--- src/rtl/irq_prio_pkg.sv ---
package irq_prio_pkg;
  localparam int PRIO_W  = 4;
  localparam int DATA_W  = 32;
  localparam int ADDR_W  = 8;
  localparam int NUM_OUT = 2;

  localparam int B_EN   = 16;
  localparam int B_TGT  = 17;
  localparam int B_INV  = 18;
  localparam int G_TGT  = 25;
  localparam int G_EN   = 26;
  localparam int G_INV  = 27;
  localparam int G_PRIO = 28;

  localparam logic [ADDR_W-1:0] OUT_BASE_ADDR = 8'h80;

  typedef struct packed {
    logic [PRIO_W-1:0] prio;
    logic              en;
    logic              tgt;
    logic              inv;
  } line_cfg_t;
endpackage

--- src/rtl/irq_line_regs.sv ---
module irq_line_regs
  import irq_prio_pkg::*;
#(
  parameter int NUM_SRC = 71
) (
  input  logic                clk,
  input  logic                rst_n,
  input  logic                wr_en,
  input  logic [ADDR_W-1:0]   addr,
  input  logic [DATA_W-1:0]   wdata,
  input  logic [NUM_SRC-1:0]  src,
  output line_cfg_t           cfg [NUM_SRC],
  output logic [NUM_SRC-1:0]  act
);
  // line 0 is reserved: no storage, never active
  assign cfg[0] = '0;
  assign act[0] = 1'b0;

  for (genvar i = 1; i < NUM_SRC; i++) begin : g_line
    line_cfg_t cfg_q;
    logic      hit;
    assign hit = wr_en && (addr == ADDR_W'(i));

    always_ff @(posedge clk or negedge rst_n) begin
      if (!rst_n) begin
        cfg_q <= '0;
      end else if (hit) begin
        if (wdata[G_PRIO]) cfg_q.prio <= wdata[PRIO_W-1:0];
        if (wdata[G_EN])   cfg_q.en   <= wdata[B_EN];
        if (wdata[G_TGT])  cfg_q.tgt  <= wdata[B_TGT];
        if (wdata[G_INV])  cfg_q.inv  <= wdata[B_INV];
      end
    end

    assign cfg[i] = cfg_q;
    assign act[i] = src[i] ^ cfg_q.inv;
  end
endmodule

--- src/rtl/irq_out_regs.sv ---
module irq_out_regs
  import irq_prio_pkg::*;
(
  input  logic                              clk,
  input  logic                              rst_n,
  input  logic                              wr_en,
  input  logic [ADDR_W-1:0]                 addr,
  input  logic [DATA_W-1:0]                 wdata,
  output logic [NUM_OUT-1:0][PRIO_W-1:0]    thr,
  output logic [NUM_OUT-1:0][DATA_W-1:0]    base
);
  for (genvar k = 0; k < NUM_OUT; k++) begin : g_out
    localparam logic [ADDR_W-1:0] A_THR = OUT_BASE_ADDR + ADDR_W'(2*k);
    localparam logic [ADDR_W-1:0] A_VEC = OUT_BASE_ADDR + ADDR_W'(2*k + 1);

    always_ff @(posedge clk or negedge rst_n) begin
      if (!rst_n) begin
        thr[k]  <= '0;
        base[k] <= '0;
      end else if (wr_en) begin
        if (addr == A_THR) thr[k]  <= wdata[PRIO_W-1:0];
        if (addr == A_VEC) base[k] <= wdata;
      end
    end
  end
endmodule

--- src/rtl/irq_arbiter.sv ---
module irq_arbiter
  import irq_prio_pkg::*;
#(
  parameter int   NUM_SRC = 71,
  parameter logic OUT_ID  = 1'b0,
  localparam int  IDX_W   = $clog2(NUM_SRC)
) (
  input  logic               clk,
  input  logic               rst_n,
  input  logic [NUM_SRC-1:0] act,
  input  line_cfg_t          cfg [NUM_SRC],
  input  logic [PRIO_W-1:0]  thr,
  output logic               irq_q,
  output logic [IDX_W-1:0]   win_idx_q,
  output logic [PRIO_W-1:0]  win_prio_q
);
  logic [IDX_W-1:0]  best_idx;
  logic [PRIO_W-1:0] best_prio;
  logic              found;

  // linear scan: strict greater-than keeps the lowest index on ties
  always_comb begin
    best_idx  = '0;
    best_prio = '0;
    found     = 1'b0;
    for (int i = 1; i < NUM_SRC; i++) begin
      if (act[i] && cfg[i].en && (cfg[i].tgt == OUT_ID) &&
          (cfg[i].prio > thr) && (cfg[i].prio > best_prio)) begin
        best_prio = cfg[i].prio;
        best_idx  = IDX_W'(i);
        found     = 1'b1;
      end
    end
  end

  always_ff @(posedge clk or negedge rst_n) begin
    if (!rst_n) begin
      irq_q      <= 1'b0;
      win_idx_q  <= '0;
      win_prio_q <= '0;
    end else begin
      irq_q      <= found;
      win_idx_q  <= best_idx;
      win_prio_q <= best_prio;
    end
  end
endmodule

--- src/rtl/irq_prio_ctrl.sv ---
module irq_prio_ctrl
  import irq_prio_pkg::*;
#(
  parameter int  NUM_SRC = 71,
  localparam int IDX_W   = $clog2(NUM_SRC)
) (
  input  logic               clk,
  input  logic               rst_n,
  input  logic [NUM_SRC-1:0] src_i,
  input  logic               wr_en_i,
  input  logic               rd_en_i,
  input  logic [7:0]         addr_i,
  input  logic [31:0]        wdata_i,
  output logic [31:0]        rdata_o,
  output logic [1:0]         irq_o
);
  line_cfg_t                          cfg [NUM_SRC];
  logic [NUM_SRC-1:0]                 act;
  logic [NUM_OUT-1:0][PRIO_W-1:0]     thr;
  logic [NUM_OUT-1:0][DATA_W-1:0]     base;
  logic [NUM_OUT-1:0][IDX_W-1:0]      win_idx;
  logic [NUM_OUT-1:0][PRIO_W-1:0]     win_prio;
  logic [DATA_W-1:0]                  rd_mux;

  irq_line_regs #(.NUM_SRC(NUM_SRC)) u_lines (
    .clk(clk), .rst_n(rst_n), .wr_en(wr_en_i), .addr(addr_i),
    .wdata(wdata_i), .src(src_i), .cfg(cfg), .act(act)
  );

  irq_out_regs u_outs (
    .clk(clk), .rst_n(rst_n), .wr_en(wr_en_i), .addr(addr_i),
    .wdata(wdata_i), .thr(thr), .base(base)
  );

  for (genvar k = 0; k < NUM_OUT; k++) begin : g_arb
    irq_arbiter #(.NUM_SRC(NUM_SRC), .OUT_ID(1'(k))) u_arb (
      .clk(clk), .rst_n(rst_n), .act(act), .cfg(cfg), .thr(thr[k]),
      .irq_q(irq_o[k]), .win_idx_q(win_idx[k]), .win_prio_q(win_prio[k])
    );
  end

  always_comb begin
    rd_mux = '0;
    if (addr_i < ADDR_W'(NUM_SRC)) begin
      for (int i = 1; i < NUM_SRC; i++) begin
        if (addr_i == ADDR_W'(i)) begin
          rd_mux[PRIO_W-1:0] = cfg[i].prio;
          rd_mux[B_EN]       = cfg[i].en;
          rd_mux[B_TGT]      = cfg[i].tgt;
          rd_mux[B_INV]      = cfg[i].inv;
        end
      end
    end else begin
      for (int k = 0; k < NUM_OUT; k++) begin
        if (addr_i == OUT_BASE_ADDR + ADDR_W'(2*k))
          rd_mux = DATA_W'(thr[k]);
        if (addr_i == OUT_BASE_ADDR + ADDR_W'(2*k + 1))
          rd_mux = base[k] + DATA_W'({win_idx[k], 3'b000});
      end
    end
  end

  always_ff @(posedge clk or negedge rst_n) begin
    if (!rst_n)       rdata_o <= '0;
    else if (rd_en_i) rdata_o <= rd_mux;
  end
endmodule

--- config.mk ---
export PLATFORM = sky130hd
export DESIGN_NAME = irq_prio_ctrl
export DESIGN_NICKNAME = d
export VERILOG_FILES = /design/src/rtl/irq_prio_pkg.sv /design/src/rtl/irq_line_regs.sv /design/src/rtl/irq_out_regs.sv /design/src/rtl/irq_arbiter.sv /design/src/rtl/irq_prio_ctrl.sv
export SDC_FILE = /design/constraint.sdc
export NUM_CORES = 2
export LEC_CHECK = 0
export BUFFER_PORTS_ARGS = -buffer_cell sky130_fd_sc_hd__buf_2
export CAP_MARGIN = 5
export CORE_ASPECT_RATIO = 0.75
export CORE_UTILIZATION = 40
export DETAILED_ROUTE_END_ITERATION = 10
export GPL_ROUTABILITY_DRIVEN = 0
export PLACE_DENSITY = 0.58
export SLEW_MARGIN = 20
export SYNTH_ARGS = -nofsm -noshare
export SYNTH_HDL_FRONTEND = slang
export SYNTH_SLANG_ARGS = --single-unit
--- constraint.sdc ---
create_clock -name clk -period 126 [get_ports clk]
set_input_delay 6.3 -clock clk [delete_from_list [all_inputs] [get_ports clk]]
set_output_delay 6.3 -clock clk [all_outputs]
set_load 0.005 [all_outputs]
Word-level counts from Yosys, hierarchy flattened
Cells that the tools add are included.

operators by class
  eq/ne operators = 74
  reductions and logical operators = 844
  magnitude comparators = 280
  divide/modulo/power cells = 0
  multipliers = 0
  muxes and demuxes = 566
  shift operators = 0
  add/sub/neg operators = 2
  bitwise logic cells = 140

operators with widths
  operator            number
  $gt 4x4->1          278
  $mux 7              138
  $mux 4              210
  $reduce_and 2->1    284
  $logic_and 1x1->1   560
  $eq 8x6->1 const B  32
  $mux 3              71
  $mux 1              142
  $eq 8x5->1 const B  16
  $mux 32             3
  $not 1->1           70
  $xor 1x1->1         70
  $add 32x10->32      2
  $eq 8x4->1 const B  8
  $eq 8x7->1 const B  7
  $eq 8x3->1 const B  4
  $eq 8x8->1 const B  4
  $eq 8x2->1 const B  2
  $mux 13             1
  $mux 12             1
  $eq 8x1->1 const B  1
  $lt 8x7->1 const B  1
  $gt 4x1->1 const B  1

word-level totals
  register bits = 610
  memories kept = 0
  RAM bits = 0
  word-level logic and storage cells = 2195
  memory bits (read-only) = 0
  bits in latches = 0
  input bits = 115

Logic depth before layout (Yosys ltp)
  depth in word-level cells = 213
  depth in mapped cells = 632
  depth with buffers taken out = 623

Cells and area by module
A second synthesis with hierarchy kept.

second synthesis, totals
  cell total of the unflattened synthesis = 9084
  area total of the unflattened synthesis = 77395.5 sq um

by module, submodules not included
  module                        cells an instance  area an instance (sq um)  sequential area each (sq um)  times used
  irq_arbiter (g_arb[0].u_arb)  3062               22594.2                   300.3                         1
  irq_arbiter (g_arb[1].u_arb)  2978               21597.0                   300.3                         1
  irq_line_regs                 1543               21358.0                   12261.8                       1
  irq_prio_ctrl                 1343               8932.3                    800.8                         1
  irq_out_regs                  158                2914.0                    1801.7                        1

Worst setup path before layout
OpenSTA, ideal clock, no wires.

  path kind = input to register
  start = input src_i[1]
  end = register g_arb[0].u_arb.irq_q
  path slack = 9.688 ns
  stages on the path = 564
  data required time = 125.861 ns
  arrival time = 116.173 ns
  path through = xor2_1 -> nand2_1 -> nor2_1 -> and2_1 -> nand2_1 -> ha_1 -> a41o_1 -> a41oi_1 -> nand2_1 -> nor2_1 -> nand2_1 -> o21ai_0 -> inv_1 -> ha_1 -> nor2b_1 -> o211ai_1 -> a21oi_1 -> nand2_1 -> [528 not listed] -> ha_1 -> nor2b_1 -> o21ai_0 -> nand2b_1 -> a21oi_1 -> or3_1 -> buf_1 -> and2_1 -> a221oi_1 -> ha_1 -> nor2b_1 -> o21ai_0 -> nand2b_1 -> a21oi_1 -> nor4_1 -> or3_1 -> buf_2 -> or4_1

between the ends
  longest elaborated chain between the ends = 213
  elaborated cells on any way between the ends = 282

ends and longest elaborated chain
  element                             line                 text
  start, declared                     irq_prio_ctrl.sv:9   input logic [NUM_SRC-1:0] src_i,
  $xor 1x1->1 (*)                     irq_line_regs.sv:36  assign act[i] = src[i] ^ cfg_q.inv;
  $logic_and 1x1->1 (*) (3 in a row)  irq_arbiter.sv:27    if (act[i] && cfg[i].en && (cfg[i].tgt == OUT_ID) &&
  $logic_and 1x1->1 (*)               irq_arbiter.sv:28    (cfg[i].prio > thr) && (cfg[i].prio > best_prio)) begin
  $mux 4                              irq_arbiter.sv:27
  $gt 4x4->1                          irq_arbiter.sv:28
  $logic_and 1x1->1                   irq_arbiter.sv:28
  $mux 4                              irq_arbiter.sv:27
  $gt 4x4->1                          irq_arbiter.sv:28
  [196 not listed]                    n/a
  $mux 4                              irq_arbiter.sv:27
  $gt 4x4->1                          irq_arbiter.sv:28
  $logic_and 1x1->1                   irq_arbiter.sv:28
  $mux 4                              irq_arbiter.sv:27
  $gt 4x4->1                          irq_arbiter.sv:28
  $logic_and 1x1->1                   irq_arbiter.sv:28
  $mux 1 (*)                          irq_arbiter.sv:27
  named net g_arb[0].u_arb.found      irq_arbiter.sv:19    logic found;
  end signal, assigned                irq_arbiter.sv:42    irq_q <= found;
  end, declared                       irq_arbiter.sv:13    output logic irq_q,

The timed path passes the listed nets; every way through them passes the cells marked *.
A chain may end at the register's enable or synchronous reset.

Final worst setup path
  start = input src_i[1]
  end = register g_arb[1].u_arb.win_idx_q[3]

between the ends
  longest elaborated chain between the ends = 213
  elaborated cells on any way between the ends = 280

ends and longest elaborated chain
  element                               line                 text
  $xor 1x1->1 (*)                       irq_line_regs.sv:36
  $logic_and 1x1->1 (*) (3 in a row)    irq_arbiter.sv:27
  $logic_and 1x1->1 (*)                 irq_arbiter.sv:28
  $mux 4 (*)                            irq_arbiter.sv:27
  $gt 4x4->1                            irq_arbiter.sv:28
  $logic_and 1x1->1                     irq_arbiter.sv:28
  $mux 4 (*)                            irq_arbiter.sv:27
  $gt 4x4->1                            irq_arbiter.sv:28
  [196 not listed]                      n/a
  $mux 4                                irq_arbiter.sv:27
  $gt 4x4->1                            irq_arbiter.sv:28
  $logic_and 1x1->1                     irq_arbiter.sv:28
  $mux 4                                irq_arbiter.sv:27
  $gt 4x4->1                            irq_arbiter.sv:28
  $logic_and 1x1->1                     irq_arbiter.sv:28
  $mux 7 (*)                            irq_arbiter.sv:27
  named net g_arb[1].u_arb.best_idx[3]  irq_arbiter.sv:17    logic [IDX_W-1:0] best_idx;
  end signal, assigned                  irq_arbiter.sv:43    win_idx_q <= best_idx;
  end, declared                         irq_arbiter.sv:14    output logic [IDX_W-1:0] win_idx_q,

Marked as above.

==> qor.yml <==
run_status:
  status: "completed"
timing:
  finalMaxSlewViolations: 0
  fin_crit_ns: 120.68
  relSlewSlack: 0.128
  tightest_slew_ns: 1.30
  max_freq_mhz: 8.29
  fin_ws_ns: 5.32
  finalSetupViolCount: 0
  final.setup.tns_ns: 0
  finalClockSkew_ns: 0.0501
  hold_violations: 0
  fin_crit_sh: 0.958
synth:
  synth-edff-count: 0
  netlist.area_leader.share: 0.209
  yosys_warnings: 0
  syn-num-nets: 9647
  yosys-top-cells-area: "dfrtp_1, ha_1, mux2_2, nand2_1, o21ai_0"
  synth-seq-area-share: 0.209
  synth.largest_area_cell: "dfrtp_1"
  syn_area_sq_mm: 0.0729
  syn_avg_cell_area_sq_um: 8.54
  async_flop_share: 1.00
  ys_types: 188
  netlist_instances: 8546
  yosys_register_bits: 610
  synth-main-ff-cell: "dfrtp_1"
layout:
  final_util: 0.455
  drive_above_1_share: 0.223
  area_growth_pct: 12.8
  layout.nets: 10000
setup_path:
  critPathMaxStageDelay_ns: 0.74
  crit_path_frequent_cell: "ha_1"
  startpoint_type: "input pin"
  crit_arrival_ns: 121.21
  timing_worst_setup_path_type: "input pin to register"
  path_max_fanout: 15
  slowest_stage: "or4_2"
  cp.required_ns: 126.52
  end_kind: "register"
pwr:
  p_switching_uw: 223
  ir_drop_mv: 0.00953
  p_clk_frac: 0.368
  p_sw_frac: 0.349
  p_total_uw: 639
  p_comb_frac: 0.291
  p_int_uw: 416
  seq_power_share: 0.341
  p_leak_uw: 0.0363
  powerDensity_mw_per_mm2: 7.76
global_route:
  grt_max_degree: 164
  grt_pass1_vias: 67900
  grt_overflow: 0
  grt_pass1_wl_mm: 433
  grtUsageTotal: 0.308
  antenna_found_initial: 19
route:
  wl_mm: 295
  viasPerCell: 6.37
  drtIter0Drc: 8502
  wl_per_cell_um: 25.9
  drc: 0
  first_pass_iters: 6
  ant_nets: 0
  num_vias: 72400
placement:
  io_buffers: 147
  post-place-ws_ns: -2.02
  hpwl_mm: 226
floorplanning:
  die_h_um: 372
  start_util: 0.403
  pin_count: 149
  rows: 135
  core-area_sq_mm: 0.181
  die_area_sq_mm: 0.184
  die_x_um: 495
clocking:
  tritoncts: "built"
  root_buffer: "clkbuf_16"
  numClockSinks: 610
  clock_path_buffers: 3
  clk_latency_ns: 0.72
  tritoncts.num_buffers: 73
  clk_transition_reported_paths_ns: 0.06
  htreeDepth: 3
flow_run:
  drv_cap: 0
hold_path:
  hold_path.class: "register to register"
kinds of logic (layout without fill, tap and decap cells):
group,Yosys count,count (layout),synth area share
buf+inv,786,1203,0.0494
compound gates,2413,2413,0.238
simple gates,2784,2784,0.191
mux,767,767,0.119
other cells,0,8,0
xor+xnor,182,182,0.0220
fa+ha+maj,1004,1004,0.172
flops,610,610,0.209
cell usage in the layout (no fill, tap or decap), drive strengths merged, types with 128 or more instances in the layout:
cell and instances:
a21o 128, a21oi 473, a22oi 154, buf 564
dfrtp 610, ha 984, inv 505, mux2 680
nand2 920, nand2b 130, nand3 256, nand4 171
nor2 503, nor2b 187, nor3 180, o21ai 552
power by group through the flow:
stage	Clock, uW	Combinational [uW]	Sequential (uW)
after floorplan	0	119	213
after global placement	0	167	220
after detailed placement	0	174	221
after CTS	236	175	217
after global routing	243	204	218
final	235	186	218
area by class of cell:
class	instances	area, sq um
clock buffer	94	2020
fill	17400	98600
timing repair buffer	564	3940
sequential	610	15300
clock inverter	34	571
inverter	511	1930
antenna	8	20.0
multi-input combinational	7150	55500
tap	2397	3000
synth_stat cells, types with 86 or more instances:
| cell type | instances |
|---|---|
| inv_1 | 507 |
| nor2_1 | 499 |
| nor3_1 | 171 |
| a22oi_1 | 151 |
| nor2b_1 | 185 |
| a21oi_1 | 460 |
| nand2b_1 | 129 |
| o21a_1 | 119 |
| nand3_1 | 253 |
| dfrtp_1 | 610 |
| a31oi_1 | 86 |
| xor2_1 | 102 |
| o21ai_0 | 501 |
| clkbuf_1 | 165 |
| a21o_1 | 107 |
| ha_1 | 984 |
| nand4_1 | 170 |
| mux2_2 | 662 |
| nand2_1 | 912 |
sequential cells by signal (all words and copies together) (netlist names):
signal	flops
u_outs.thr	8
rdata_o	32
u_lines.cfg	490
g_arb.u_arb.win_idx_q	14
u_outs.base	64
g_arb.u_arb.irq_q	2
critical path: cells and delay by family:
| family | cells | cell delay (ns) |
|---|---|---|
| adder cells (fa/ha/maj) | 73 | 21.10 |
| XOR/XNOR | 1 | 0.17 |
| multiplexers | 59 | 19.06 |
| AND/OR/NAND/NOR | 145 | 25.88 |
| buffers and inverters | 42 | 3.99 |
| AO/OA/AOI/OAI | 220 | 44.55 |
metal layers:
layer	GRT usage	wire length (um)
met1	0.431	128000
met5	0	69
met3	0.0571	28400
met4	0.140	15400
met2	0.455	123000
path summary, 6_finish.rpt:
check | startpoint | to | slack, ns | cells past startpoint
max in group asynchronous | rst_n | u_lines.cfg[185] | 117.79 | 3
min in group asynchronous | rst_n | rdata_o[21] | 5.67 | 1
worst max-delay path | src_i[1] | g_arb[1].u_arb.win_idx_q[3] | 5.32 | 540
worst min register to register | u_lines.cfg[297] | u_lines.cfg[297] | 0.50 | 1
worst max register to register | u_outs.thr[5] | g_arb[1].u_arb.win_idx_q[3] | 9.26 | 541
worst min-delay path | u_lines.cfg[297] | u_lines.cfg[297] | 0.50 | 1
metrics by stage:
step | instances | hold WS, ns | cell area, sq um
finish | 11400 | 0.503 | 82300
global route | 11400 | 0.516 | 82300
CTS | 11300 | 0.505 | 80200
detailed placement | 11100 | 0.493 | 77500
global placement | 11100 | 0.487 | 77500
floorplan | 8546 | 0.479 | 72900
repair_timing:
| item | in CTS | in global routing |
|---|---|---|
| gates resized for setup | 19 | 323 |
| hold buffers | 0 | 0 |
| pin swaps | 1 | 87 |
| setup buffers | 1 | 92 |
| endpoints found under the setup margin | 16 | 16 |
Note: power is estimated with default switching activity, not from simulation.
